<file path="config.mk">
export PLATFORM = sky130hd
export DESIGN_NAME = i2c_recover_seq
export DESIGN_NICKNAME = d
export VERILOG_FILES = /design/src/rtl/i2c_recover_pkg.sv /design/src/rtl/i2c_recover_timer.sv /design/src/rtl/i2c_recover_deadline.sv /design/src/rtl/i2c_recover_seq.sv
export SDC_FILE = /design/constraint.sdc
export NUM_CORES = 1
export LEC_CHECK = 0
export BUFFER_PORTS_ARGS = -buffer_cell sky130_fd_sc_hd__buf_2
export CAP_MARGIN = 25
export CORE_MARGIN = 5
export CORE_UTILIZATION = 30
export CTS_BUF_LIST = sky130_fd_sc_hd__clkbuf_8 sky130_fd_sc_hd__clkbuf_16
export DETAILED_ROUTE_END_ITERATION = 8
export GPL_TIMING_DRIVEN = 1
export PLACE_DENSITY = 0.53
export RECOVER_POWER = 50
export SETUP_SLACK_MARGIN = 0.3
export SLEW_MARGIN = 10
export SYNTH_ARGS = -nofsm -noshare
export SYNTH_HDL_FRONTEND = slang
export SYNTH_SLANG_ARGS = --single-unit
</file>
<file path="constraint.sdc">
create_clock -name clk_i -period 4.1 [get_ports clk_i]
set_input_delay 0.205 -clock clk_i [delete_from_list [all_inputs] [get_ports clk_i]]
set_output_delay 0.205 -clock clk_i [all_outputs]
set_load 0.02 [all_outputs]
</file>
<file path="src/rtl/i2c_recover_pkg.sv">
package i2c_recover_pkg;
  // register indices on the engine's port
  localparam int unsigned REG_MON = 0;
  localparam int unsigned REG_CTL = 2;
  localparam int unsigned REG_STS = 3;
  localparam int unsigned REG_OWN = 4;

  // control bit positions decoded by the engine
  localparam int unsigned CB_START = 0;
  localparam int unsigned CB_STOP  = 1;
  localparam int unsigned CB_NAK   = 2;
  localparam int unsigned CB_TB    = 3;
  localparam int unsigned CB_MA    = 4;
  localparam int unsigned CB_SCLE  = 5;
  localparam int unsigned CB_EN    = 6;
  localparam int unsigned CB_GCD   = 7;
  localparam int unsigned CB_TXIE  = 8;
  localparam int unsigned CB_RXIE  = 9;
  localparam int unsigned CB_BEIE  = 10;
  localparam int unsigned CB_UR    = 14;

  localparam logic [10:0] STS_ALL = 11'h7FF;

  typedef enum logic [4:0] {
    S_IDLE, S_MON_RD, S_MON_CHK, S_ABT_RD, S_ABT_WR, S_ABT_GAP,
    S_CLR_RD, S_CLR_WR, S_UR_SET, S_STS_CLR, S_UR_RD, S_UR_CLR,
    S_OWN_WR, S_CFG_WR, S_EN_RD, S_EN_WR, S_SETTLE
  } seq_state_e;
endpackage

</file>
<file path="src/rtl/i2c_recover_timer.sv">
module i2c_recover_timer #(
  parameter int unsigned W = 8
) (
  input  logic         clk_i,
  input  logic         rst_ni,
  input  logic         load_i,
  input  logic [W-1:0] val_i,
  output logic         zero_o
);
  logic [W-1:0] cnt_q;

  always_ff @(posedge clk_i or negedge rst_ni) begin
    if (!rst_ni)            cnt_q <= '0;
    else if (load_i)        cnt_q <= val_i;
    else if (cnt_q != '0)   cnt_q <= cnt_q - 1'b1;
  end

  assign zero_o = (cnt_q == '0);

  a_r4_load_nonzero_counts: assert property (@(posedge clk_i) disable iff (!rst_ni)
    (load_i && val_i != '0) |=> !zero_o);
endmodule

</file>
<file path="src/rtl/i2c_recover_deadline.sv">
module i2c_recover_deadline #(
  parameter int unsigned LIMIT = 1000
) (
  input  logic clk_i,
  input  logic rst_ni,
  input  logic clr_i,
  output logic expired_o
);
  localparam int unsigned W = $clog2(LIMIT + 1);
  localparam logic [W-1:0] LIM = W'(LIMIT);

  logic [W-1:0] cnt_q;

  always_ff @(posedge clk_i or negedge rst_ni) begin
    if (!rst_ni)          cnt_q <= '0;
    else if (clr_i)       cnt_q <= '0;
    else if (cnt_q < LIM) cnt_q <= cnt_q + 1'b1;
  end

  assign expired_o = (cnt_q >= LIM);

  a_r6_expiry_sticks: assert property (@(posedge clk_i) disable iff (!rst_ni)
    (expired_o && !clr_i) |=> expired_o);
endmodule

</file>
<file path="src/rtl/i2c_recover_seq.sv">
module i2c_recover_seq
  import i2c_recover_pkg::*;
#(
  parameter int unsigned CLK_HZ    = 50_000_000,
  parameter int unsigned GAP_MS    = 1,
  parameter int unsigned ABORT_MS  = 50,
  parameter int unsigned SETTLE_US = 100,
  parameter int unsigned ADDR_W    = 3,
  parameter int unsigned DATA_W    = 32,
  parameter int unsigned OWN_W     = 7
) (
  input  logic              clk_i,
  input  logic              rst_ni,
  input  logic              start_i,
  input  logic [OWN_W-1:0]  own_addr_i,
  output logic              bus_req_o,
  output logic              bus_we_o,
  output logic [ADDR_W-1:0] bus_addr_o,
  output logic [DATA_W-1:0] bus_wdata_o,
  input  logic [DATA_W-1:0] bus_rdata_i,
  output logic              done_o
);
  localparam int unsigned MS_CYC     = CLK_HZ / 1000;
  localparam int unsigned GAP_CYC    = (MS_CYC * GAP_MS) > 0 ? MS_CYC * GAP_MS : 1;
  localparam int unsigned ABORT_CYC  = MS_CYC * ABORT_MS;
  localparam int unsigned SET_RAW    = (MS_CYC * SETTLE_US) / 1000;
  localparam int unsigned SETTLE_CYC = SET_RAW > 0 ? SET_RAW : 1;
  localparam int unsigned TMAX       = GAP_CYC > SETTLE_CYC ? GAP_CYC : SETTLE_CYC;
  localparam int unsigned TW         = $clog2(TMAX + 1);

  localparam logic [DATA_W-1:0] M_START = DATA_W'(1) << CB_START;
  localparam logic [DATA_W-1:0] M_STOP  = DATA_W'(1) << CB_STOP;
  localparam logic [DATA_W-1:0] M_NAK   = DATA_W'(1) << CB_NAK;
  localparam logic [DATA_W-1:0] M_TB    = DATA_W'(1) << CB_TB;
  localparam logic [DATA_W-1:0] M_MA    = DATA_W'(1) << CB_MA;
  localparam logic [DATA_W-1:0] M_EN    = DATA_W'(1) << CB_EN;
  localparam logic [DATA_W-1:0] M_UR    = DATA_W'(1) << CB_UR;
  localparam logic [DATA_W-1:0] CFG_WORD =
      (DATA_W'(1) << CB_BEIE) | (DATA_W'(1) << CB_RXIE) | (DATA_W'(1) << CB_TXIE) |
      (DATA_W'(1) << CB_GCD)  | (DATA_W'(1) << CB_SCLE);

  seq_state_e state_q, state_d;
  logic       tmr_load, tmr_zero, dl_expired;
  logic [TW-1:0] tmr_val;

  i2c_recover_timer #(.W(TW)) u_timer (
    .clk_i  (clk_i),
    .rst_ni (rst_ni),
    .load_i (tmr_load),
    .val_i  (tmr_val),
    .zero_o (tmr_zero)
  );

  i2c_recover_deadline #(.LIMIT(ABORT_CYC)) u_deadline (
    .clk_i     (clk_i),
    .rst_ni    (rst_ni),
    .clr_i     (state_q == S_IDLE),
    .expired_o (dl_expired)
  );

  always_ff @(posedge clk_i or negedge rst_ni) begin
    if (!rst_ni) state_q <= S_IDLE;
    else         state_q <= state_d;
  end

  always_comb begin
    state_d  = state_q;
    tmr_load = 1'b0;
    tmr_val  = '0;
    unique case (state_q)
      S_IDLE:    if (start_i) state_d = S_MON_RD;
      S_MON_RD:  state_d = S_MON_CHK;
      S_MON_CHK: state_d = (bus_rdata_i[0] || dl_expired) ? S_CLR_RD : S_ABT_RD;
      S_ABT_RD:  state_d = S_ABT_WR;
      S_ABT_WR: begin
        state_d  = S_ABT_GAP;
        tmr_load = 1'b1;
        tmr_val  = TW'(GAP_CYC - 1);
      end
      S_ABT_GAP: if (tmr_zero) state_d = S_MON_RD;
      S_CLR_RD:  state_d = S_CLR_WR;
      S_CLR_WR:  state_d = S_UR_SET;
      S_UR_SET:  state_d = S_STS_CLR;
      S_STS_CLR: state_d = S_UR_RD;
      S_UR_RD:   state_d = S_UR_CLR;
      S_UR_CLR:  state_d = S_OWN_WR;
      S_OWN_WR:  state_d = S_CFG_WR;
      S_CFG_WR:  state_d = S_EN_RD;
      S_EN_RD:   state_d = S_EN_WR;
      S_EN_WR: begin
        state_d  = S_SETTLE;
        tmr_load = 1'b1;
        tmr_val  = TW'(SETTLE_CYC - 1);
      end
      S_SETTLE:  if (tmr_zero) state_d = S_IDLE;
      default:   state_d = S_IDLE;
    endcase
  end

  always_comb begin
    bus_req_o   = 1'b0;
    bus_we_o    = 1'b0;
    bus_addr_o  = ADDR_W'(REG_CTL);
    bus_wdata_o = '0;
    unique case (state_q)
      S_MON_RD: begin
        bus_req_o  = 1'b1;
        bus_addr_o = ADDR_W'(REG_MON);
      end
      S_ABT_RD, S_CLR_RD, S_UR_RD, S_EN_RD: bus_req_o = 1'b1;
      S_ABT_WR: begin
        bus_req_o   = 1'b1;
        bus_we_o    = 1'b1;
        bus_wdata_o = (bus_rdata_i & ~M_START) | M_NAK | M_STOP | M_TB;
      end
      S_CLR_WR: begin
        bus_req_o   = 1'b1;
        bus_we_o    = 1'b1;
        bus_wdata_o = bus_rdata_i & ~(M_MA | M_START | M_STOP);
      end
      S_UR_SET: begin
        bus_req_o   = 1'b1;
        bus_we_o    = 1'b1;
        bus_wdata_o = M_UR;
      end
      S_STS_CLR: begin
        bus_req_o   = 1'b1;
        bus_we_o    = 1'b1;
        bus_addr_o  = ADDR_W'(REG_STS);
        bus_wdata_o = DATA_W'(STS_ALL);
      end
      S_UR_CLR: begin
        bus_req_o   = 1'b1;
        bus_we_o    = 1'b1;
        bus_wdata_o = bus_rdata_i & ~M_UR;
      end
      S_OWN_WR: begin
        bus_req_o   = 1'b1;
        bus_we_o    = 1'b1;
        bus_addr_o  = ADDR_W'(REG_OWN);
        bus_wdata_o = DATA_W'(own_addr_i);
      end
      S_CFG_WR: begin
        bus_req_o   = 1'b1;
        bus_we_o    = 1'b1;
        bus_wdata_o = CFG_WORD;
      end
      S_EN_WR: begin
        bus_req_o   = 1'b1;
        bus_we_o    = 1'b1;
        bus_wdata_o = bus_rdata_i | M_EN;
      end
      default: ;
    endcase
  end

  assign done_o = (state_q == S_SETTLE) && tmr_zero;

  a_r1_idle_quiet: assert property (@(posedge clk_i) disable iff (!rst_ni)
    (state_q == S_IDLE) |-> (!bus_req_o && !done_o));
  a_r2_first_read: assert property (@(posedge clk_i) disable iff (!rst_ni)
    (state_q == S_IDLE && start_i) |=> (bus_req_o && !bus_we_o && bus_addr_o == ADDR_W'(REG_MON)));
  a_r3_write_after_read: assert property (@(posedge clk_i) disable iff (!rst_ni)
    (state_q == S_ABT_WR) |-> $past(bus_req_o && !bus_we_o && bus_addr_o == ADDR_W'(REG_CTL)));
  a_r4_gap_quiet: assert property (@(posedge clk_i) disable iff (!rst_ni)
    (state_q == S_ABT_GAP) |-> !bus_req_o);
  a_r6_deadline_exit: assert property (@(posedge clk_i) disable iff (!rst_ni)
    (state_q == S_MON_CHK && dl_expired) |=> (state_q == S_CLR_RD));
  a_r10_done_single: assert property (@(posedge clk_i) disable iff (!rst_ni)
    done_o |=> (!done_o && state_q == S_IDLE));
endmodule

</file>
-- After elaboration in Yosys (flattened, before gate mapping)
Cells that the tools add are included.
- register bits: 43
- input bits: 42
- output and inout bits: 38
- add/sub/neg operators: 2
- $lt $le $gt $ge: 2
- equal/unequal tests: 19
- muxes and demuxes: 15
- reductions and logical operators: 11
- operator list (operator ; number):
    $pmux 32 s8 ; 1
    $pmux 5 s17 ; 1
    $mux 22 ; 2
    $eq 5x4->1 const B ; 8
    $mux 16 ; 2
    $pmux 16 s2 ; 1
    $add 22x1->22 const B ; 1
    $ge 22x22->1 const B ; 1
    $lt 22x22->1 const B ; 1
    $eq 5x3->1 const B ; 4
    $logic_not 16->1 ; 1
    $reduce_bool 16->1 ; 1
    $sub 16x1->16 const B ; 1
    $mux 5 ; 3
    $reduce_or 13->1 ; 1
    $eq 5x2->1 const B ; 2
    $pmux 3 s3 ; 1
    $reduce_or 8->1 ; 1
    $ne 2x2->1 const B ; 3
    $eq 5x1->1 const B ; 1
    $eq 5x5->1 const B ; 1
    $logic_not 5->1 ; 1
    $reduce_bool 2->1 ; 2
    $mux 1 ; 3
    5 further kinds ; 5

-- Longest topological paths before layout
- depth after elaboration: 4
- mapped depth: 8

-- By module
From an unflattened synthesis, not the netlist that was laid out.
- cells, all modules: 355
- area, all modules: 3061.7 µm²
- modules (own cells, without submodules) (module ; instances ; cells an instance ; area each (µm²) ; sequential area each (µm²)):
    i2c_recover_deadline ; 1 ; 137 ; 1288.7 ; 550.5
    i2c_recover_timer ; 1 ; 104 ; 1006.0 ; 400.4
    i2c_recover_seq ; 1 ; 114 ; 767.0 ; 125.1

-- Worst setup path before layout
OpenSTA, ideal clock, no wires.
- kind: reg2out
- start: reg u_timer.cnt_q[2]
- end: out done_o
- arrival time: 2.200 ns
- data required time: 3.895 ns
- slack: 1.695 ns
- stages on the path, launching flop included: 7
- buffers on the path: 2
- cell sequence: dfrtp_1 -> or3_1 -> buf_2 -> or3_1 -> buf_2 -> or4b_4 -> nor2_1
- longest elaborated chain between the ends: 2
- ends and longest elaborated chain (item ; RTL line ; source):
    start, declared ; i2c_recover_timer.sv:10 ; logic [W-1:0] cnt_q;
    start signal, assigned ; i2c_recover_timer.sv:14 ; else if (load_i) cnt_q <= val_i;
    start signal, assigned ; i2c_recover_timer.sv:15 ; else if (cnt_q != '0) cnt_q <= cnt_q - 1'b1;
    $logic_not 16->1 ; i2c_recover_timer.sv:18 ; assign zero_o = (cnt_q == '0);
    $logic_and 1x1->1 ; i2c_recover_seq.sv:157 ; assign done_o = (state_q == S_SETTLE) && tmr_zero;
    end, declared ; i2c_recover_seq.sv:21 ; output logic done_o
No other way between the ends.

-- Final worst setup path
- start: reg u_deadline.cnt_q[12]
- end: reg u_deadline.cnt_q[8]
- longest elaborated chain between the ends: 2
- ends and longest elaborated chain (item ; RTL line ; source):
    start, declared ; i2c_recover_deadline.sv:12 ; logic [W-1:0] cnt_q;
    start signal, assigned ; i2c_recover_deadline.sv:17 ; else if (cnt_q < LIM) cnt_q <= cnt_q + 1'b1;
    $lt 22x22->1 ; i2c_recover_deadline.sv:17 ;
    $reduce_bool 2->1 (no line) ; n/a ;
No other way between the ends.
A chain may end at the register's enable or synchronous reset.

==> flow_summary.json <==
{
  "yosysSeqAreaShare_pct": 36.8,
  "post_cts_buffers": 0,
  "timing.rr.start": "u_deadline.cnt_q[12]",
  "drv_cap": 1,
  "yosys_warnings": 0,
  "tritoncts": "built",
  "area_growth_pct": 20.6,
  "setup_ws_ns": 1.31,
  "synth.distinct_cells": 49,
  "die_h_microns": 109,
  "dr.pass1.iters": 4,
  "clock-sinks": 43,
  "insertedDiodeCount": 0,
  "crit_path_start_kind": "flop",
  "initial_core_util_pct": 30.3,
  "path_clk_slew_ns": 0.08,
  "worstPathCellList": "or4b_2 -> nor4_1 -> o31a_1 -> nor4_1 -> o21a_1",
  "cts.path.max_buffers": 2,
  "hold_path_depth": 4,
  "synth_most_common_cell": "dfrtp_1",
  "cpMostUsedCell": "nor4_1",
  "drc": 0,
  "power.density_mw_per_mm2": 597,
  "cp-end-kind": "flop",
  "synth_edf_count": 0,
  "synth_fp_nets": 407,
  "grt-ovfl-total": 0,
  "max-vdd-ir-drop_mv": 0.250,
  "status": "finished with violations",
  "cp_slowest_cell": "or4b_2",
  "arrival_ns": 2.97,
  "wl_per_cell_microns": 13.7,
  "path_buf_inv": 0,
  "synth_top_area_share_pct": 36.8,
  "synth_area_per_cell_sq_um": 8.08,
  "n_fill_cell": 1045,
  "placementRows": 36,
  "grt_antenna_before_repair": 0,
  "grtUsageTotal_pct": 12.8,
  "portBuffers": 79,
  "cp_top_family": "simple AND/OR/NAND/NOR gates",
  "worstPathMaxFanout": 18,
  "finalClockSkew_ns": 0.00476,
  "r2r-end": "u_deadline.cnt_q[8]",
  "grt_max_degree": 44,
  "rsz0062_at_grt": "false",
  "cts_root_buffer": "clkbuf_8",
  "synthFlopType": "dfrtp_1",
  "netlist_area_sq_mm": 0.00293,
  "io_pins": 80,
  "final-hold-violation-count": 0,
  "slew_headroom_pct": -18.9,
  "wl_microns": 7790,
  "setup-tns-final_ns": 0,
  "hold_class": "input port to flop",
  "synth_area_leader_cell": "dfrtp_1",
  "die_x_microns": 109,
  "setup_viol": 0,
  "place_hpwl_microns": 5890,
  "final_antenna_net_count": 0,
  "htree_levels": 2,
  "async_reset_ff_share_pct": 100,
  "slew_viol_final": 34,
  "vias": 2869,
  "period_needed_ns": 2.79,
  "holdPathEnd": "state_q[0]",
  "crit_type": "flop to flop",
  "syn_inst": 362,
  "fmax_mhz": 358,
  "gp_congestion": 0.791,
  "grt_pass1_vias": 2627,
  "violations": "max-capacitance violations, max-slew violations",
  "ff2ff_setup_slack_ns": 1.31,
  "placed_area_sq_mm": 0.00343,
  "insertion_delay_ns": 0.29,
  "cts_buffers": 5,
  "synth_area_leaders": "dfrtp_1 37%, nand2_1 5.1%, and2_1 4.9%, nor2_1 4.7%, o21ai_0 3.6%",
  "ctsHoldBuffers": 0,
  "core_area_sq_mm": 0.00964,
  "hp-start": "bus_rdata_i[0]",
  "place_worst_setup_slack_ns": 1.58,
  "r2r_cells": 5,
  "ys_top_cells_by_count": "43 x dfrtp_1, 40 x nand2_1, 37 x nor2_1",
  "grt_pass1_wl_microns": 12500,
  "max_stage_delay_ns": 0.68,
  "viasPerCell": 5.04,
  "drt-initial-drc-count": 118,
  "cts-resized-gates": 0,
  "synth_seq_cells": 43,
  "final_layout_size_suffix_gt1_share_pct": 20.6,
  "crit_required_ns": 4.28,
  "worstMarginPinSlew_ns": 1.78,
  "total_power_mw": 2.11,
  "power.leakage_nw": 1.68,
  "fin_area_sq_mm": 0.00353,
  "fin_nets": 481,
  "dieArea_sq_mm": 0.0118,
  "fin_crit_sh_pct": 68.0
}
## registers in the layout, indices dropped and copies added (netlist names)
register / flops
state_q: 5
u_timer.cnt_q: 16
u_deadline.cnt_q: 22
## layer usage
| layer | share of wire [%] | global-route usage (%) | up-vias |
|---|---|---|---|
| met5 | 0 | 0 | - |
| met4 | 0.41 | 1.89 | 0 |
| met3 | 3.1 | 2.13 | 4 |
| met2 | 49 | 21.1 | 47 |
| met1 | 48 | 18.0 | 1380 |
| li1 | - | - | 1438 |
## worst max-delay path by stage
| stage | from | slack (ns) | depth (start not counted) | endpoint |
|---|---|---|---|---|
| 5_1_grt | rst_ni | 0.98 | 3 | state_q[1] |
| 2_1_floorplan | u_timer.cnt_q[2] | 1.69 | 6 | done_o |
| 6_report | u_deadline.cnt_q[12] | 1.31 | 5 | u_deadline.cnt_q[8] |
| 4_1_cts | u_timer.cnt_q[2] | 1.31 | 5 | done_o |
| 3_5_place_dp | u_deadline.cnt_q[12] | 1.58 | 5 | u_deadline.cnt_q[8] |
| 3_3_place_gp | state_q[0] | 1.50 | 5 | bus_wdata_o[5] |
## worst min-delay path, cell delays in order
cell and delay [ns]:
buf_2 0.13, a31oi_1 0.05, nand2_1 0.10, a211oi_1 0.08
## stage by stage
stage	utilization [%]	std cells	hold slack (ns)
floorplan	-	362	-0.0906
global placement	35.5	558	0.432
detailed placement	35.6	559	0.440
CTS	36.5	566	0.124
global route	36.6	569	0.303
finish	36.6	569	0.318
## cells by family (layout without fill, tap and decap cells)
group | after synthesis | after routing | synth area share [%]
simple gates | 185 | 185 | 33.3
buf+inv | 27 | 101 | 3.68
mux | 9 | 9 | 3.08
xor+xnor | 14 | 14 | 4.19
flops | 43 | 43 | 36.8
fa+ha+maj | 3 | 3 | 1.28
compound gates | 81 | 81 | 17.7
## cell usage in the layout, fill, tap and decap left out, types with 10 or more instances in the layout
cell	instances
buf_2	76
dfrtp_1	43
a21oi_1	17
nor2_1	37
or3_1	11
nor3_1	14
inv_1	10
and2_1	23
nand3_1	12
nand2_1	40
o21ai_0	22
## final cells by class
type / count / area [sq um] / share of cell area [%]
Clock buffer: 6 / 82.6 / 2.34
Clock inverter: 1 / 5.00 / 0.142
Inverter: 10 / 37.5 / 1.06
Multi-Input combinational cell: 292 / 1740 / 49.2
Sequential cell: 43 / 1080 / 30.5
Tap cell: 133 / 166 / 4.72
Timing Repair Buffer: 84 / 425 / 12.1
## where the power goes
| group | leakage (nW) | internal [mW] | switching, mW |
|---|---|---|---|
| Sequential | 0.549 | 0.521 | 0.148 |
| Clock | 0.0470 | 0.132 | 0.139 |
| Combinational | 1.08 | 0.442 | 0.725 |
| Total | 1.68 | 1.10 | 1.01 |
Power figures use the tool's default switching activity.
